===== src/rtl/irq_chain_pkg.sv =====
package irq_chain_pkg;
  localparam int IDX_W = 3;
  localparam logic [7:0] OP_PREFIX = 8'hED;
  localparam logic [7:0] OP_RETURN = 8'h4D;
  localparam logic [3:0] A_BASE = 4'd0;
  localparam logic [3:0] A_MASK = 4'd1;
  localparam logic [3:0] A_PEND = 4'd2;
  localparam logic [3:0] A_SERV = 4'd3;

  typedef enum logic [2:0] {
    BK_IDLE  = 3'd0,
    BK_READ  = 3'd1,
    BK_WRITE = 3'd2,
    BK_ACK   = 3'd3,
    BK_FETCH = 3'd4
  } bus_kind_e;
endpackage


===== src/rtl/irq_rst_sync.sv =====
module irq_rst_sync #(
  parameter int STAGES = 2
) (
  input  logic clk,
  input  logic rst_n,
  output logic rst_s_n
);
  logic [STAGES-1:0] sync_q;

  always_ff @(posedge clk or negedge rst_n) begin
    if (!rst_n) sync_q <= '0;
    else        sync_q <= {sync_q[STAGES-2:0], 1'b1};
  end

  assign rst_s_n = sync_q[STAGES-1];
endmodule


===== src/rtl/irq_bus_decode.sv =====
module irq_bus_decode
  import irq_chain_pkg::*;
(
  input  logic      clk,
  input  logic      rst_s_n,
  input  logic      iorq_n,
  input  logic      m1_n,
  input  logic      rd_n,
  input  logic      cs_n,
  output bus_kind_e kind,
  output logic      first
);
  bus_kind_e prev_q;

  always_comb begin
    kind = BK_IDLE;
    if (!iorq_n && !m1_n)                  kind = BK_ACK;
    else if (iorq_n && !m1_n && !rd_n)     kind = BK_FETCH;
    else if (!iorq_n && !cs_n && !rd_n)    kind = BK_READ;
    else if (!iorq_n && !cs_n && rd_n)     kind = BK_WRITE;
  end

  always_ff @(posedge clk or negedge rst_s_n) begin
    if (!rst_s_n) prev_q <= BK_IDLE;
    else          prev_q <= kind;
  end

  assign first = (kind != BK_IDLE) && (kind != prev_q);
endmodule


===== src/rtl/irq_prio_pick.sv =====
module irq_prio_pick #(
  parameter int N = 4
) (
  input  logic [N-1:0] req,
  output logic         any,
  output logic [2:0]   idx,
  output logic [N-1:0] onehot
);
  always_comb begin
    idx    = '0;
    onehot = '0;
    for (int i = N - 1; i >= 0; i--) begin
      if (req[i]) begin
        idx    = i[2:0];
        onehot = '0;
        onehot[i] = 1'b1;
      end
    end
  end

  assign any = |req;
endmodule


===== src/rtl/irq_chain_ctrl.sv =====
module irq_chain_ctrl
  import irq_chain_pkg::*;
#(
  parameter int NSRC = 4
) (
  input  logic            clk,
  input  logic            rst_n,
  input  logic            iorq_n,
  input  logic            m1_n,
  input  logic            rd_n,
  input  logic            cs_n,
  input  logic [3:0]      addr,
  input  logic [7:0]      d_in,
  output logic [7:0]      d_out,
  output logic            d_oe,
  input  logic [NSRC-1:0] src_req,
  input  logic            chain_in,
  output logic            chain_out
);
  localparam int PAD = 8 - NSRC;

  logic            rst_s_n;
  bus_kind_e       kind;
  logic            first;

  logic [7:0]      base_q, base_d;
  logic [NSRC-1:0] mask_q, mask_d;
  logic [NSRC-1:0] pend_q, pend_d;
  logic [NSRC-1:0] serv_q, serv_d;
  logic            live_q, live_d;
  logic [2:0]      hold_idx_q, hold_idx_d;
  logic            pfx_q, pfx_d;

  logic            win_any, serv_any;
  logic [2:0]      win_idx, serv_idx;
  logic [NSRC-1:0] win_oh, serv_oh;
  logic            grant, ack_drive;
  logic [2:0]      vec_idx;
  logic [7:0]      reg_val;

  irq_rst_sync #(.STAGES(2)) u_rst (
    .clk(clk), .rst_n(rst_n), .rst_s_n(rst_s_n)
  );

  irq_bus_decode u_dec (
    .clk(clk), .rst_s_n(rst_s_n), .iorq_n(iorq_n), .m1_n(m1_n),
    .rd_n(rd_n), .cs_n(cs_n), .kind(kind), .first(first)
  );

  irq_prio_pick #(.N(NSRC)) u_win (
    .req(pend_q & mask_q), .any(win_any), .idx(win_idx), .onehot(win_oh)
  );

  irq_prio_pick #(.N(NSRC)) u_serv (
    .req(serv_q), .any(serv_any), .idx(serv_idx), .onehot(serv_oh)
  );

  assign grant     = chain_in && win_any;
  assign chain_out = chain_in && !serv_any && !win_any;
  assign ack_drive = (kind == BK_ACK) && chain_in && (first ? grant : live_q);
  assign vec_idx   = first ? win_idx : hold_idx_q;

  always_comb begin
    base_d     = base_q;
    mask_d     = mask_q;
    pend_d     = pend_q | src_req;
    serv_d     = serv_q;
    live_d     = (kind == BK_ACK) ? live_q : 1'b0;
    hold_idx_d = hold_idx_q;
    pfx_d      = pfx_q;
    if (first) begin
      unique case (kind)
        BK_WRITE: begin
          if (addr == A_BASE) base_d = d_in;
          if (addr == A_MASK) mask_d = d_in[NSRC-1:0];
        end
        BK_ACK: begin
          if (grant) begin
            serv_d     = serv_q | win_oh;
            pend_d     = (pend_q | src_req) & ~win_oh;
            live_d     = 1'b1;
            hold_idx_d = win_idx;
          end
        end
        BK_FETCH: begin
          pfx_d = (d_in == OP_PREFIX);
          if (pfx_q && (d_in == OP_RETURN) && chain_in)
            serv_d = serv_q & ~serv_oh;
        end
        default: ;
      endcase
    end
  end

  always_ff @(posedge clk or negedge rst_s_n) begin
    if (!rst_s_n) begin
      base_q     <= '0;
      mask_q     <= '0;
      pend_q     <= '0;
      serv_q     <= '0;
      live_q     <= 1'b0;
      hold_idx_q <= '0;
      pfx_q      <= 1'b0;
    end else begin
      base_q     <= base_d;
      mask_q     <= mask_d;
      pend_q     <= pend_d;
      serv_q     <= serv_d;
      live_q     <= live_d;
      hold_idx_q <= hold_idx_d;
      pfx_q      <= pfx_d;
    end
  end

  generate
    if (PAD > 0) begin : g_pad
      always_comb begin
        unique case (addr)
          A_BASE:  reg_val = base_q;
          A_MASK:  reg_val = {{PAD{1'b0}}, mask_q};
          A_PEND:  reg_val = {{PAD{1'b0}}, pend_q};
          A_SERV:  reg_val = {{PAD{1'b0}}, serv_q};
          default: reg_val = 8'h00;
        endcase
      end
    end else begin : g_full
      always_comb begin
        unique case (addr)
          A_BASE:  reg_val = base_q;
          A_MASK:  reg_val = mask_q;
          A_PEND:  reg_val = pend_q;
          A_SERV:  reg_val = serv_q;
          default: reg_val = 8'h00;
        endcase
      end
    end
  endgenerate

  always_comb begin
    d_out = 8'h00;
    d_oe  = 1'b0;
    if (kind == BK_READ) begin
      d_out = reg_val;
      d_oe  = 1'b1;
    end else if (ack_drive) begin
      d_out = {base_q[7:4], vec_idx, 1'b0};
      d_oe  = 1'b1;
    end
  end
endmodule


===== config.mk =====
export PLATFORM = sky130hd
export DESIGN_NAME = irq_chain_ctrl
export DESIGN_NICKNAME = d
export VERILOG_FILES = /design/src/rtl/irq_chain_pkg.sv /design/src/rtl/irq_rst_sync.sv /design/src/rtl/irq_bus_decode.sv /design/src/rtl/irq_prio_pick.sv /design/src/rtl/irq_chain_ctrl.sv
export SDC_FILE = /design/constraint.sdc
export NUM_CORES = 1
export LEC_CHECK = 0
export BUFFER_PORTS_ARGS = -buffer_cell sky130_fd_sc_hd__buf_2
export CAP_MARGIN = 20
export CELL_PAD_IN_SITES_DETAIL_PLACEMENT = 2
export CELL_PAD_IN_SITES_GLOBAL_PLACEMENT = 2
export CORE_ASPECT_RATIO = 1.75
export CORE_MARGIN = 2
export CORE_UTILIZATION = 37
export CTS_BUF_LIST = sky130_fd_sc_hd__clkbuf_16
export CTS_CLUSTER_DIAMETER = 120
export DETAILED_ROUTE_END_ITERATION = 7
export GPL_TIMING_DRIVEN = 0
export PLACE_DENSITY = 0.9
export RECOVER_POWER = 100
export SETUP_SLACK_MARGIN = 0.02
export SLEW_MARGIN = 5
export SYNTH_ARGS = -nofsm -noshare
export SYNTH_HDL_FRONTEND = slang
export SYNTH_SLANG_ARGS = --single-unit

===== constraint.sdc =====
create_clock -name clk -period 4.4 [get_ports clk]
set_input_delay 0.88 -clock clk [delete_from_list [all_inputs] [get_ports clk]]
set_output_delay 0.88 -clock clk [all_outputs]
set_load 0.05 [all_outputs]

**Word level (Yosys, flattened, before mapping)**

Cells that the tools add are included.

- Bits in registers: 30
- Logic and storage cells: 91

- Bitwise logic cells: 7
- Mux-type cells: 33
- Reductions and logical operators: 30
- Equality and inequality tests: 12

Operators with widths:

| cell | number |
|---|---|
| 4-bit two-way mux | 13 |
| 8-bit one-hot mux with 4 select lines | 1 |
| 8-bit two-way mux | 2 |
| 1-bit logical AND | 14 |
| 4-bit bitwise AND | 3 |
| 3-bit two-way mux | 4 |
| 2-bit two-way mux | 5 |
| 3-bit AND reduction | 3 |
| 4-bit by 2-bit equality test with 1-bit output (second input constant) | 2 |
| 8-bit by 7-bit equality test with 1-bit output (second input constant) | 1 |
| 8-bit equality test (second input constant) | 1 |
| 4-bit NOT | 2 |
| 4-bit OR | 2 |
| 4-bit one-hot mux with 2 select lines | 1 |
| 4-bit OR reduction | 2 |
| 1-bit two-way mux | 7 |
| 3-bit by 2-bit equality test with 1-bit output (second input constant) | 2 |
| 1-bit zero test | 6 |
| 4-bit by 1-bit equality test with 1-bit output (second input constant) | 1 |
| 4-bit zero test | 1 |
| 2-bit != test (second input constant) | 2 |
| 4-bit AND reduction | 1 |
| 3-bit by 1-bit equality test with 1-bit output (second input constant) | 1 |
| 3-bit equality test (second input constant) | 1 |
| 4 further kinds | 4 |

**Logic depth before layout (Yosys ltp)**

- Depth after elaboration: 13
- Depth in mapped cells: 7

**Hierarchy**

Synthesis repeated with hierarchy kept, for this count alone.

- Cell total of the unflattened synthesis: 170
- Area total of the unflattened synthesis: 1790.5 um^2

Modules (own cells, without submodules):

| module | sequential area each (um^2) | cells an instance | area an instance (um^2) | times used |
|---|---|---|---|---|
| irq_chain_ctrl | 625.6 | 112 | 1346.3 | 1 |
| irq_bus_decode | 75.1 | 29 | 245.2 | 1 |
| irq_prio_pick | 0.0 | 13 | 72.6 | 2 |
| irq_rst_sync | 50.0 | 3 | 53.8 | 1 |

**Worst setup path before layout**

OpenSTA, ideal clock, no wires.

- Kind: input to output
- Start: in rd_n
- End: out d_out[4]
- Data required time: 3.520 ns
- Stages: 7
- Path slack: 0.144 ns
- Data arrival time: 3.376 ns
- Cell sequence: buf_6 -> or3b_1 -> a21o_1 -> a311oi_4 -> buf_6 -> mux2i_1 -> a21boi_0

- Word-level cells in the longest chain between the ends: 11

RTL lines:

| what | line | RTL |
|---|---|---|
| start, declared | irq_chain_ctrl.sv:10 | `input logic rd_n,` |
| 1-bit logical AND or 1-bit zero test (tied branches) | irq_bus_decode.sv:20, irq_bus_decode.sv:18, irq_bus_decode.sv:19 |  |
| 2-bit two-way mux or 1-bit logical AND (tied branches) | irq_bus_decode.sv:20, irq_bus_decode.sv:19 |  |
| 3-bit two-way mux | irq_bus_decode.sv:19 | `else if (!iorq_n && !cs_n && !rd_n) kind = BK_READ;` |
| 3-bit two-way mux (*) | irq_bus_decode.sv:18 | `else if (iorq_n && !m1_n && !rd_n) kind = BK_FETCH;` |
| 3-bit two-way mux (*) | irq_bus_decode.sv:17 | `if (!iorq_n && !m1_n) kind = BK_ACK;` |
| 3-bit != test or 3-bit nonzero test (tied branches) | irq_bus_decode.sv:28 | `assign first = (kind != BK_IDLE) && (kind != prev_q);` |
| 1-bit logical AND | irq_bus_decode.sv:28 |  |
| 1-bit two-way mux | irq_chain_ctrl.sv:60 | `assign ack_drive = (kind == BK_ACK) && chain_in && (first ? grant : live_q);` |
| 1-bit logical AND | irq_chain_ctrl.sv:60 |  |
| 8-bit two-way mux | irq_chain_ctrl.sv:145 | `end else if (ack_drive) begin` |
| 8-bit two-way mux (*) | irq_chain_ctrl.sv:142 | `if (kind == BK_READ) begin` |
| end, declared | irq_chain_ctrl.sv:14 | `output logic [7:0] d_out,` |

Mark *: on every way between the ends. The rest lies on a longest branch, timed or not.

**Final worst setup path**

- Start: in iorq_n
- End: out d_oe

- Word-level cells in the longest chain between the ends: 13

RTL lines:

| what | line | RTL |
|---|---|---|
| start, declared | irq_chain_ctrl.sv:8 | `input logic iorq_n,` |
| 1-bit zero test | irq_bus_decode.sv:17, irq_bus_decode.sv:19, irq_bus_decode.sv:20 |  |
| 1-bit logical AND | irq_bus_decode.sv:19, irq_bus_decode.sv:20 |  |
| 1-bit logical AND | irq_bus_decode.sv:20 | `else if (!iorq_n && !cs_n && rd_n) kind = BK_WRITE;` |
| 2-bit two-way mux | irq_bus_decode.sv:20 |  |
| 3-bit two-way mux | irq_bus_decode.sv:19 |  |
| 3-bit two-way mux | irq_bus_decode.sv:18 |  |
| 3-bit two-way mux (*) | irq_bus_decode.sv:17 |  |
| 3-bit != test or 3-bit nonzero test (tied branches) | irq_bus_decode.sv:28 |  |
| 1-bit logical AND | irq_bus_decode.sv:28 |  |
| 1-bit two-way mux | irq_chain_ctrl.sv:60 |  |
| 1-bit logical AND | irq_chain_ctrl.sv:60 |  |
| 1-bit two-way mux | irq_chain_ctrl.sv:145 |  |
| 1-bit two-way mux (*) | irq_chain_ctrl.sv:142 |  |
| end, declared | irq_chain_ctrl.sv:15 | `output logic d_oe,` |

Marks and branches as above.

==> results.py <==
metrics = {
    "logic_synthesis": {
        "synthAdderAreaFrac_pct": 0,
        "ys_ff_latch": 29,
        "synthFlopType": "dfrtp_1",
        "yosysUniqueCellTypes": 46,
        "synth_top_area_share_pct": 43.6,
        "synthMuxAreaShare_pct": 13.8,
        "yosysSeqAreaShare_pct": 43.6,
        "synth.largest_area_cell": "dfrtp_1",
        "ys.warnings.count": 0,
        "syn_inst": 150,
        "synthSimpleGateAreaFrac_pct": 22.3,
        "synth_top_cells_by_area": "dfrtp_1, mux2_2, nor2_1, mux2i_1, buf_6",
        "synth.net_count": 173,
        "synth_top_family_by_area": "simple AND/OR/NAND/NOR gates",
        "synth_area_per_cell_sq_um": 11.1,
        "synthXorXnorAreaFrac_pct": 0,
        "synth_compound_area_share_pct": 16.8,
        "synth_area_sq_mm": 0.00166,
        "synth_async_sr_flop_share_pct": 100,
        "synth_edf_count": 0,
    },
    "global_route": {
        "antenna_found_initial": 0,
        "grt_util_all_layers_pct": 24.4,
        "grt_pass1_wl_microns": 8700,
        "grt_pass1_vias": 1647,
        "grt_overflow": 0,
        "grt_max_degree": 28,
    },
    "sta": {
        "setup_viol": 0,
        "fmax_mhz": 250,
        "drv_slew": 9,
        "clock-skew-final_ps": 6.21,
        "fin_ws_ps": 400,
        "tightest_slew_ps": 1630,
        "fin_crit_ps": 4000,
        "rsz0062_at_grt": "false",
        "final_hold_viol_count": 0,
        "max_slew_margin_pct": -9.90,
        "setup_tns_ps": 0,
        "period_share_pct": 90.9,
    },
    "final_layout": {
        "drive_gt1_share_pct": 21.8,
        "fin_nets": 211,
        "area_growth_syn_to_layout_pct": 18.1,
        "fin_area_sq_mm": 0.00196,
        "diodes": 0,
    },
    "clock_tree": {
        "cts.sinks": 29,
        "ctsHoldBuffers": 0,
        "cts_buffers": 5,
        "cts_resized": 0,
        "clk_pin_slew_worst_paths_ps": 50,
        "postCtsSetupBuffers": 0,
        "clock_latency_ps": 270,
        "root_buffer": "clkbuf_16",
        "clockBufferDepth": 2,
        "cts_tree": "built",
        "htree_num_levels": 2,
    },
    "placed_design": {
        "hpwl_microns": 3900,
        "place_congestion": 0.835,
        "placed_area_sq_mm": 0.00188,
        "dp_worst_setup_slack_ps": 381,
        "io_buffers": 30,
    },
    "critical_path": {
        "ff2ff_path_depth": 5,
        "crit_type": "in2out",
        "reg2reg_setup_slack_ps": 1230,
        "path_cells": "clkbuf_1, buf_6, nor2_1, a21oi_1, a311oi_4, buf_6, mux2i_1, o21ai_0, clkbuf_1",
        "r2r_start": "u_dec.prev_q[0]",
        "required_ps": 3520,
        "start_kind": "input pin",
        "crit_fanout": 10,
        "slowest_delay_ps": 460,
        "cp.buffers_inverters": 4,
        "timing.rr.end": "base_q[4]",
        "crit_slowest_cell": "mux2i_1",
        "arrival_ps": 3120,
        "crit_family": "buffers and inverters",
        "crit_path_end_kind": "output pin",
    },
    "detailed_routing": {
        "drc": 0,
        "drtAntennaViolNets": 0,
        "routed-via-count": 1421,
        "dr.first_iter.drc_count": 47,
        "routed_wl_microns": 5410,
        "dr.pass1.iters": 4,
        "via_per_inst": 5.95,
        "avgRoutedWirePerCell_microns": 22.6,
    },
    "job": {
        "cap_viol_max_count": 1,
    },
    "run_status": {
        "violations": "max-capacitance violations, max-slew violations",
        "outcome": "finished with violations",
    },
    "power_and_ir_drop": {
        "peakVddDrop_mv": 0.328,
        "power_density_mw_per_mm2": 360,
        "power_leakage_uw": 0.000873,
    },
    "floorplanning": {
        "rows": 32,
        "die_w_microns": 54.7,
        "start_util_pct": 38.1,
        "coreArea_sq_mm": 0.00436,
        "io_pins": 33,
        "die_h_microns": 92.7,
        "dieArea_sq_mm": 0.00507,
    },
    "worst_hold_path": {
        "hp-class": "reg2async",
    },
}
## worst max path at each step
stage | startpoint | endpoint | slack (ps) | depth (start not counted)
5_1_grt | iorq_n | d_out[4] | 240 | 9
4_1_cts | iorq_n | d_out[4] | 350 | 9
3_3_place_gp | rd_n | d_oe | 500 | 8
6_report | iorq_n | d_oe | 400 | 9
3_5_place_dp | iorq_n | d_out[4] | 380 | 9
2_1_floorplan | rd_n | d_out[4] | 140 | 7
## cell usage after synthesis (3+ instances only)
master / instances
a21boi_0: 4
nand2b_1: 3
mux2_2: 12
o21ai_0: 3
a21oi_1: 6
dfrtp_1: 29
nand3_1: 3
mux2i_1: 5
buf_6: 4
nand2_1: 11
and3_1: 5
o21a_1: 3
or3_1: 4
nor2_1: 14
o22a_1: 3
## through the flow
stage | std cells | hold slack [ps] | util, % | power, uW
after floorplan | 150 | 331 | - | 366
after global placement | 231 | 339 | 43.0 | 395
after detailed placement | 231 | 351 | 43.0 | 403
after CTS | 238 | 368 | 46.0 | 717
after global routing | 239 | 298 | 45.0 | 731
final | 239 | 251 | 45.0 | 708
## placed cells by master (no fill, tap or decap), drive strengths merged, types with 3 or more instances in the layout
master,n
nor2,14
mux2i,5
dfrtp,29
o21a,3
nand2b,3
and3,5
nand2,11
or3b,4
a21oi,6
or3,4
mux2,12
o22a,3
o21ai,3
nor4,3
buf,20
clkbuf,21
nand3,3
a21boi,4
## worst register-to-register path: stages (launching register included)
cell and delay (ps):
dfrtp_1 400, or3_1 390, a21oi_1 350, a311oi_4 110, nor4_1 1360, mux2_2 450
## cells by family after synthesis
logic type | count (synthesis)
AO/OA/AOI/OAI | 35
buffers and inverters | 6
flip-flops | 29
multiplexers | 19
other | 1
AND/OR/NAND/NOR | 60
## routing by layer
metal,GRT usage (%),up-vias,share of wire [%]
met1,25.7,727,35
met3,3.23,14,2.0
met4,9.79,0,3.0
li1,-,646,-
met2,45.0,34,60
met5,0,-,0
## report_power, final
| part | switching (uW) | internal [uW] |
|---|---|---|
| clock network | 109 | 201 |
| logic | 60.6 | 41.8 |
| registers | 14.5 | 281 |
| total | 184 | 524 |
## cell type report
cell class	instances	area, sq um
multi-input cells	115	852
clock buffers	5	125
repair buffers	31	136
well taps	51	63.8
plain buffers	5	48.8
fillers	484	2400
inverters	1	3.75
flip-flops and latches	29	726
clock inverters	2	7.51
## state kept, by name, indices dropped and copies added (netlist names)
register      cells
hold_idx_q        2
base_q            8
live_q            1
pfx_q             1
mask_q            4
u_dec.prev_q      3
serv_q            4
u_rst.sync_q      2
pend_q            4
Note: power is estimated with default switching activity, not from simulation.
